`config.mk`:
```
export PLATFORM = sky130hd
export DESIGN_NAME = vic_prio_arbiter
export DESIGN_NICKNAME = d
export VERILOG_FILES = /design/src/rtl/vic_pkg.sv /design/src/rtl/vic_rank.sv /design/src/rtl/vic_group_unit.sv /design/src/rtl/vic_top_unit.sv /design/src/rtl/vic_jump_gen.sv /design/src/rtl/vic_prio_arbiter.sv
export SDC_FILE = /design/constraint.sdc
export NUM_CORES = 1
export LEC_CHECK = 0
export BUFFER_PORTS_ARGS = -buffer_cell sky130_fd_sc_hd__buf_2
export CAP_MARGIN = 5
export CORE_AREA = 4 4 380 382
export DETAILED_ROUTE_END_ITERATION = 7
export DIE_AREA = 0 0 384 386
export PLACE_DENSITY = 0.3
export SKIP_CTS_REPAIR_TIMING = 1
export SYNTH_ARGS = -nofsm -noshare
export SYNTH_HDL_FRONTEND = slang
export SYNTH_SLANG_ARGS = --single-unit
export TNS_END_PERCENT = 10
```
`constraint.sdc`:
```
create_clock -name clk -period 6.05 [get_ports clk]
set_clock_uncertainty 0.2 [all_clocks]
set_input_delay 0.9075 -clock clk [delete_from_list [all_inputs] [get_ports clk]]
set_output_delay 0.9075 -clock clk [all_outputs]
set_load 0.02 [all_outputs]
```
`src/rtl/vic_pkg.sv`:
```
package vic_pkg;
  localparam int GROUPS     = 4;
  localparam int PROG_SLOTS = 4;
  localparam int FIX_SLOTS  = 2;
  localparam int SLOTS      = PROG_SLOTS + FIX_SLOTS;
  localparam int TAILS      = 2;
  localparam int NSRC       = GROUPS * SLOTS + TAILS;
  localparam int ID_W       = $clog2(NSRC);
  localparam int CODE_W     = 2;
  localparam int FIELD_W    = PROG_SLOTS * CODE_W;
  localparam int ADDR_W     = 32;
  localparam int GRP_SEL_W  = $clog2(GROUPS);
  localparam int SLOT_SEL_W = $clog2(SLOTS);

  // Vector slot address of a source number.
  function automatic logic [ADDR_W-1:0] slot_of(input logic [ID_W-1:0] id);
    int n;
    n = int'(id);
    if (n == GROUPS * SLOTS)          return ADDR_W'(32'hA0);
    else if (n == GROUPS * SLOTS + 1) return ADDR_W'(32'hC0);
    else return ADDR_W'(32'h20 + (n / SLOTS) * 32'h20 + (n % SLOTS) * 4);
  endfunction
endpackage

```
`src/rtl/vic_rank.sv`:
```
// Picks the requesting entry with the smallest code; equal codes go to the
// lower index. Entry 0 lives in the top code slot of the field.
module vic_rank #(
  parameter int N = 4,
  parameter int W = 2,
  localparam int SEL_W = $clog2(N)
) (
  input  logic [N-1:0]     req,
  input  logic [N*W-1:0]   codes,
  output logic             any,
  output logic [SEL_W-1:0] sel
);
  logic [W:0] best;

  always_comb begin
    best = {1'b1, {W{1'b0}}};
    sel  = '0;
    any  = 1'b0;
    for (int i = 0; i < N; i++) begin
      if (req[i] && ({1'b0, codes[(N-1-i)*W +: W]} < best)) begin
        best = {1'b0, codes[(N-1-i)*W +: W]};
        sel  = SEL_W'(i);
        any  = 1'b1;
      end
    end
  end
endmodule

```
`src/rtl/vic_group_unit.sv`:
```
// One group: programmable positions first, then fixed positions in order.
module vic_group_unit
  import vic_pkg::*;
(
  input  logic [SLOTS-1:0]      req,
  input  logic [FIELD_W-1:0]    field,
  output logic                  any,
  output logic [SLOT_SEL_W-1:0] sel
);
  logic                          prog_any;
  logic [$clog2(PROG_SLOTS)-1:0] prog_sel;

  vic_rank #(.N(PROG_SLOTS), .W(CODE_W)) u_rank (
    .req   (req[PROG_SLOTS-1:0]),
    .codes (field),
    .any   (prog_any),
    .sel   (prog_sel)
  );

  always_comb begin
    any = prog_any;
    sel = SLOT_SEL_W'(prog_sel);
    if (!prog_any) begin
      for (int k = FIX_SLOTS - 1; k >= 0; k--) begin
        if (req[PROG_SLOTS + k]) begin
          any = 1'b1;
          sel = SLOT_SEL_W'(PROG_SLOTS + k);
        end
      end
    end
  end
endmodule

```
`src/rtl/vic_top_unit.sv`:
```
// Top tier: groups by programmable code, then the global tail sources.
module vic_top_unit
  import vic_pkg::*;
(
  input  logic [GROUPS-1:0]        grp_any,
  input  logic [FIELD_W-1:0]       field,
  input  logic [TAILS-1:0]         tail_req,
  output logic                     any,
  output logic                     is_tail,
  output logic [GRP_SEL_W-1:0]     grp,
  output logic [$clog2(TAILS)-1:0] tail_sel
);
  logic grp_hit;

  vic_rank #(.N(GROUPS), .W(CODE_W)) u_rank (
    .req   (grp_any),
    .codes (field),
    .any   (grp_hit),
    .sel   (grp)
  );

  always_comb begin
    tail_sel = '0;
    is_tail  = 1'b0;
    for (int k = TAILS - 1; k >= 0; k--) begin
      if (tail_req[k]) begin
        is_tail  = !grp_hit;
        tail_sel = ($clog2(TAILS))'(k);
      end
    end
    any = grp_hit || (|tail_req);
  end
endmodule

```
`src/rtl/vic_jump_gen.sv`:
```
// Branch word from a slot address and a routine address.
module vic_jump_gen #(
  parameter int                AW     = 32,
  parameter int                OFF_W  = 24,
  parameter logic [AW-1:0]     OPCODE = 32'hEA00_0000
) (
  input  logic [AW-1:0] slot,
  input  logic [AW-1:0] target,
  output logic [AW-1:0] word
);
  localparam logic [AW-1:0] OFF_MASK = (AW'(1) << OFF_W) - AW'(1);
  logic [AW-1:0] diff;

  always_comb begin
    diff = target - slot - AW'(8);
    word = OPCODE + ((diff >> 2) & OFF_MASK);
  end
endmodule

```
`src/rtl/vic_prio_arbiter.sv`:
```
module vic_prio_arbiter
  import vic_pkg::*;
(
  input  logic                     clk,
  input  logic                     rst_n,
  input  logic [NSRC-1:0]          req_i,
  input  logic [GROUPS*FIELD_W-1:0] grp_rank_i,
  input  logic [FIELD_W-1:0]       top_rank_i,
  input  logic [NSRC*ADDR_W-1:0]   isr_addr_i,
  output logic                     hit_o,
  output logic [ID_W-1:0]          src_o,
  output logic [ADDR_W-1:0]        slot_addr_o,
  output logic [ADDR_W-1:0]        jump_word_o
);
  // Reset: asserted asynchronously, released on the clock.
  logic [1:0] rst_pipe;
  logic       rst_sync_n;

  always_ff @(posedge clk or negedge rst_n) begin
    if (!rst_n) rst_pipe <= 2'b00;
    else        rst_pipe <= {rst_pipe[0], 1'b1};
  end
  assign rst_sync_n = rst_pipe[1];

  // Group tier
  logic [GROUPS-1:0]     grp_any;
  logic [SLOT_SEL_W-1:0] grp_sel [GROUPS];

  for (genvar g = 0; g < GROUPS; g++) begin : g_grp
    vic_group_unit u_grp (
      .req   (req_i[g*SLOTS +: SLOTS]),
      .field (grp_rank_i[(GROUPS-1-g)*FIELD_W +: FIELD_W]),
      .any   (grp_any[g]),
      .sel   (grp_sel[g])
    );
  end

  // Top tier
  logic                     top_any;
  logic                     top_is_tail;
  logic [GRP_SEL_W-1:0]     top_grp;
  logic [$clog2(TAILS)-1:0] top_tail;

  vic_top_unit u_top (
    .grp_any  (grp_any),
    .field    (top_rank_i),
    .tail_req (req_i[NSRC-1 -: TAILS]),
    .any      (top_any),
    .is_tail  (top_is_tail),
    .grp      (top_grp),
    .tail_sel (top_tail)
  );

  // Winner, slot and branch word
  logic [ID_W-1:0]   win_d;
  logic [ADDR_W-1:0] slot_d;
  logic [ADDR_W-1:0] isr_d;
  logic [ADDR_W-1:0] word_d;

  always_comb begin
    if (top_is_tail)
      win_d = ID_W'(GROUPS * SLOTS) + ID_W'(top_tail);
    else
      win_d = ID_W'(top_grp) * ID_W'(SLOTS) + ID_W'(grp_sel[top_grp]);
    slot_d = slot_of(win_d);
    isr_d  = isr_addr_i[int'(win_d) * ADDR_W +: ADDR_W];
  end

  vic_jump_gen #(.AW(ADDR_W)) u_jump (
    .slot   (slot_d),
    .target (isr_d),
    .word   (word_d)
  );

  // Output register: next state, then storage
  logic              hit_n;
  logic [ID_W-1:0]   src_n;
  logic [ADDR_W-1:0] slot_n;
  logic [ADDR_W-1:0] word_n;

  always_comb begin
    hit_n  = top_any;
    src_n  = top_any ? win_d  : '0;
    slot_n = top_any ? slot_d : '0;
    word_n = top_any ? word_d : '0;
  end

  always_ff @(posedge clk or negedge rst_sync_n) begin
    if (!rst_sync_n) begin
      hit_o       <= 1'b0;
      src_o       <= '0;
      slot_addr_o <= '0;
      jump_word_o <= '0;
    end else begin
      hit_o       <= hit_n;
      src_o       <= src_n;
      slot_addr_o <= slot_n;
      jump_word_o <= word_n;
    end
  end
endmodule

```
==> impl_metrics.toml, run 1 <==
[die]
dieArea_um2 = 148200
placementRows = 138
core_um2 = 141100
start_util_pct = 8.072
io_pins = 970
die_w_um = 384
die_y_um = 386

[yosys]
synth_area_leader_cell = "nand2_1"
avgSynthCellArea_um2 = 6.922
ys_ff_latch = 62
ys_types = 77
synth-simple-area-share_pct = 33.45
synth_most_common_cell = "nand2_1"
yosys_warnings = 0
netlist.area_leader.share_pct = 14.34
synthAdderAreaFrac_pct = 8.087
synth_common_cells = "nand2_1, nand3_1, inv_1"
syn_area_um2 = 11390
synth-compound-area-share_pct = 19.81
synthMuxAreaShare_pct = 14.51
synth-xor-area-share_pct = 2.593
synth_flop_cell = "dfrtp_1"
async_flop_share_pct = 100.0
synth-edff-count = 0
netlist_instances = 1645
yosysSeqAreaShare_pct = 13.62
synthTopCellsByArea = "nand2_1, dfrtp_1, mux4_2"
synth_top_family_by_area = "simple AND/OR/NAND/NOR gates"

[status]
outcome = "finished, violations left"
violations = "setup timing"

[critical_path]
cp.required_ns = 6.06
slowest_delay_ns = 0.41
critPathCaptureType = "register"
critPathMaxFanout = 6
start_kind = "input pin"
worstPathArrival_ns = 10.07
critPathSlowestCell = "fa_2"
critPathKind = "input pin to register"

[placement]
gp_congestion = 0.8425
placedCellCount = 4581
dp_hpwl_mm = 92.44
placed_area_um2 = 20510
port_buffers = 782

[grt]
grt_pass1_vias = 17010
grt_max_degree = 61
antenna_found_initial = 63
grt_usage_pct = 13.08
grt_pass1_wl_mm = 135.1
overflow = 0

[routing]
dr.pass1.iters = 5
drc = 0
final_antenna_net_count = 0
num_vias = 16520
drt-total-wl_mm = 103.2
via_per_inst = 3.567
drt-initial-drc-count = 802
wire_per_inst_um = 22.28

[layout]
nNetsFinal = 3687
stdcell_area_um2 = 21450
area_delta_synth_final_pct = 88.40
final_util_pct = 15.21
layout.cells.non_filler = 4632
drive_gt1_share_pct = 51.64
nFillCells = 16490

[clock_network]
cts_tree = "yes"
clkSlewWorstSetupHoldPaths_ns = 0.05
ctsRootBufferMaster = "clkbuf_16"
cts.sinks = 62
insertion_delay_ns = 0.34
cts-buffers-inserted = 9
cts_buffer_depth = 2
htree_levels = 3

[min_path]
hold_class = "input pin to async pin"

[sta]
post-route-period-util_pct = 166.3
hold_viol = 0
rsz0062_at_grt = "yes"
maxSlewHeadroom_pct = 39.51
holdWs_ns = 0.1373
drv_slew = 0
max_freq_ghz = 0.09939
worst_slack_ns = -4.012
tightestPinTransition_ns = 0.9074
min_period_ns = 10.06
setup_viol = 54

[run]
cap_violations = 0
[final timing paths]
| path | slack (ns) | depth (start not counted) | to | start |
|---|---|---|---|---|
| worst max-delay path | -4.01 | 56 | jump_word_o[23]$_DFF_PN0_ | req_i[0] |
| worst min-delay path | 0.14 | 1 | rst_pipe[1]$_DFF_PN0_ | rst_n |
| worst max register to register | 4.79 | 0 | jump_word_o[22]$_DFF_PN0_ | rst_pipe[1]$_DFF_PN0_ |
| worst min register to register | 0.15 | 0 | rst_pipe[1]$_DFF_PN0_ | rst_pipe[0]$_DFF_PN0_ |
| max in group asynchronous | 4.79 | 0 | jump_word_o[22]$_DFF_PN0_ | rst_pipe[1]$_DFF_PN0_ |
| min in group clk | 0.15 | 0 | rst_pipe[1]$_DFF_PN0_ | rst_pipe[0]$_DFF_PN0_ |
[layout by cell type, fill, tap and decap left out, types with 14 or more instances in the layout]
cell type	synthesis	layout
nand2_1	435	432
mux4_2	65	65
dfrtp_1	62	61
buf_2	22	780
xnor2_1	21	14
a32oi_1	25	25
o211ai_1	25	25
a221o_1	24	24
nand2b_1	17	14
buf_4	10	375
buf_12	0	17
nor2_1	87	76
diode_2	0	25
a21o_1	17	17
ha_1	72	59
inv_1	88	76
a21oi_1	71	56
and2_1	24	22
nand3_1	232	230
nor3_1	18	15
o21ai_0	58	52
[final cells by class]
cell class	instances	area (um2)	share of cell area, %
Multi-Input combinational cell	1368	9634	44.91
Timing Repair Buffer	1183	7191	33.52
Tap cell	1890	2365	11.02
Sequential cell	62	1555	7.249
Inverter	90	370.4	1.726
Clock buffer	13	270.3	1.260
Antenna cell	25	62.56	0.2916
Clock inverter	1	5.005	0.02333
[metal layers]
metal,global-route usage (%),vias to the layer above,wire (um)
li1,-,8031,-
met1,16.56,7785,43800
met2,23.19,605,51490
met3,2.670,81,6446
met4,1.976,20,1350
met5,0,-,132
[metrics by stage]
stage / setup TNS [ns] / worst slack (ns)
detailed placement: -156.79 / -5.090
global route: -129.85 / -4.624
floorplan: -132.48 / -4.620
finish: -106.62 / -4.012
CTS: -137.05 / -4.738
global placement: -151.88 / -5.002
[flip-flops by register name (all words and copies together), names as in the netlist]
signal and count:
src_o 5, jump_word_o 25, rst_pipe 2, slot_addr_o 30
[critical path: cells and delay by family]
family          cells  cell delay, ns
compound gates     26            3.90
buf+inv             8            0.89
mux                 1            0.31
fa+ha+maj           8            2.10
simple gates        9            1.33
xor+xnor            4            0.61
[cell families after synthesis]
logic type / Yosys count
mux: 83
flops: 62
simple gates: 854
other cells: 2
fa+ha+maj: 73
buf+inv: 219
xor+xnor: 32
compound gates: 320
Power of run 1 is not shown: default switching activity piles up to over one toggle a cycle in this logic, so the estimate is an artifact.
==> run 2: changes to the inputs <==
GPL_TIMING_DRIVEN = 0   (was unset)
==> run 2 against run 1 <==
Effect of this change: the flow still finishes with violations (setup timing); worst setup slack worse by 0.70 ns; via count is 1.5% lower; cell count decreased by 4.3%; flip-flop and latch count did not move; cell area down 8.6%; critical path type unchanged; largest cell class unchanged.
==> impl_metrics.toml, run 2 (synthesis results as in run 1) <==
[layout]
final_common_cell = "buf_2"
multi_input_comb_area_um2 = 9661
nNetsFinal = 3476
largest_reg_flops = 30
drive_gt1_share_pct = 45.45
layout.cells.non_filler = 4434
mostFrequentLayoutCells = "buf_2, nand2_1, nand3_1"
reg_top3 = "slot_addr_o: 30 flops, jump_word_o: 25 flops, src_o: 5 flops"
final_util_pct = 13.91
regMostFlops = "slot_addr_o"
nFillCells = 16610
regArea_um2 = 1555
area_delta_synth_final_pct = 72.27

[grt]
grt_pass1_vias = 16640
grt_pass1_wl_mm = 149.2
overflow = 0
grt_max_degree = 59
antenna_found_initial = 91
grt_usage_pct = 14.98

[sta]
min_period_ns = 10.77
hold_viol = 0
post-route-period-util_pct = 177.9
drv_slew = 0
holdWs_ns = 0.1250
maxSlewHeadroom_pct = 17.23
rsz0062_at_grt = "yes"
max_freq_ghz = 0.09289
worst_slack_ns = -4.716
setup_viol = 55
tightestPinTransition_ns = 1.226

[die]
placementRows = 138
core_um2 = 141100
die_w_um = 384
die_y_um = 386
io_pins = 970
dieArea_um2 = 148200
start_util_pct = 8.072

[clock_network]
htree_levels = 3
cts-buffers-inserted = 9
insertion_delay_ns = 0.35
cts_buffer_depth = 2
clkSlewWorstSetupHoldPaths_ns = 0.06
cts_tree = "yes"
cts.sinks = 62
ctsRootBufferMaster = "clkbuf_16"

[critical_path]
critPathMaxFanout = 8
worstPathArrival_ns = 10.77
slowest_delay_ns = 0.53
critPathKind = "input pin to register"
r2r_end = "src_o[2]$_DFF_PN0_"
rrSetupSlack_ns = 4.98
cp.required_ns = 6.05
crit_top_cell = "ha_4"
critPathSlowestCell = "fa_2"
critPathCaptureType = "register"
rr_startpoint = "rst_pipe[1]$_DFF_PN0_"
start_kind = "input pin"
ff2ff_path_depth = 1

[routing]
final_antenna_net_count = 0
via_per_inst = 3.669
drt-initial-drc-count = 956
drc = 0
num_vias = 16270
dr.pass1.iters = 5
wire_per_inst_um = 26.57
drt-total-wl_mm = 117.8

[status]
outcome = "finished, violations left"
violations = "setup timing"

[placement]
dp_hpwl_mm = 104.9
port_buffers = 778
preCtsSetupSlack_ns = -9.575
placedCellCount = 4320
gp_congestion = 0.8721

[run]
cap_violations = 0

[min_path]
hold_class = "register to async pin"
## run 2: cell types whose count changed in the layout (fill, tap and decap cells not counted), moves of 4 or more
| cell | change |
|---|---|
| buf_4 | -302 |
| clkbuf_1 | +33 |
| clkbuf_2 | +18 |
| buf_1 | +16 |
| buf_12 | -15 |
| buf_2 | +14 |
| diode_2 | +11 |
| clkbuf_4 | +10 |
| nand3_1 | -6 |
| buf_6 | +5 |
| o21ai_1 | +5 |
| buf_8 | +4 |
## run 2: how the worst max path moves through the flow
stage / start / end / slack [ns] / cells past startpoint
floorplan: req_i[3] / jump_word_o[23]$_DFF_PN0_ / -4.62 / 57
global placement: req_i[2] / jump_word_o[23]$_DFF_PN0_ / -9.70 / 53
detailed placement: req_i[2] / jump_word_o[23]$_DFF_PN0_ / -9.57 / 53
CTS: req_i[2] / jump_word_o[23]$_DFF_PN0_ / -9.24 / 53
global route: req_i[3] / jump_word_o[23]$_DFF_PN0_ / -5.25 / 58
finish: req_i[1] / jump_word_o[23]$_DFF_PN0_ / -4.72 / 58
## run 2: worst max-delay path, delay by kind of cell
kind / cells / cell delay [ns]
AOI/OAI and AO/OA: 24 / 4.38
adders and majority gates: 10 / 2.56
buffers and inverters: 10 / 1.07
and+or+nand+nor: 10 / 1.05
xor gates and xnor gates: 3 / 0.44
muxes: 1 / 0.31
## run 2: cell type report
class	count	share of cell area, %
well taps	1890	12.06
diodes	36	0.4592
inverters	90	1.901
repair buffers	842	22.60
repair inverters	1	0.04465
clock inverters	6	0.3572
plain buffers	129	4.191
flip-flops and latches	62	7.928
clock buffers	10	1.218
multi-input cells	1368	49.25
## run 2: metrics by stage
step | area, um2 | TNS (ns)
detailed placement | 17960 | -347.51
finish | 19620 | -135.26
floorplan | 11630 | -132.48
global route | 19550 | -157.06
CTS | 18270 | -327.55
global placement | 17890 | -354.02
## run 2: metal layers
metal	GRT usage (%)	up-vias	part of all wire (%)
li1	-	7647	-
met1	18.83	7826	42
met2	26.61	655	50
met3	3.251	110	6.4
met4	2.243	30	1.4
met5	0	-	0.16
Power of run 2 is left out for the same reason.
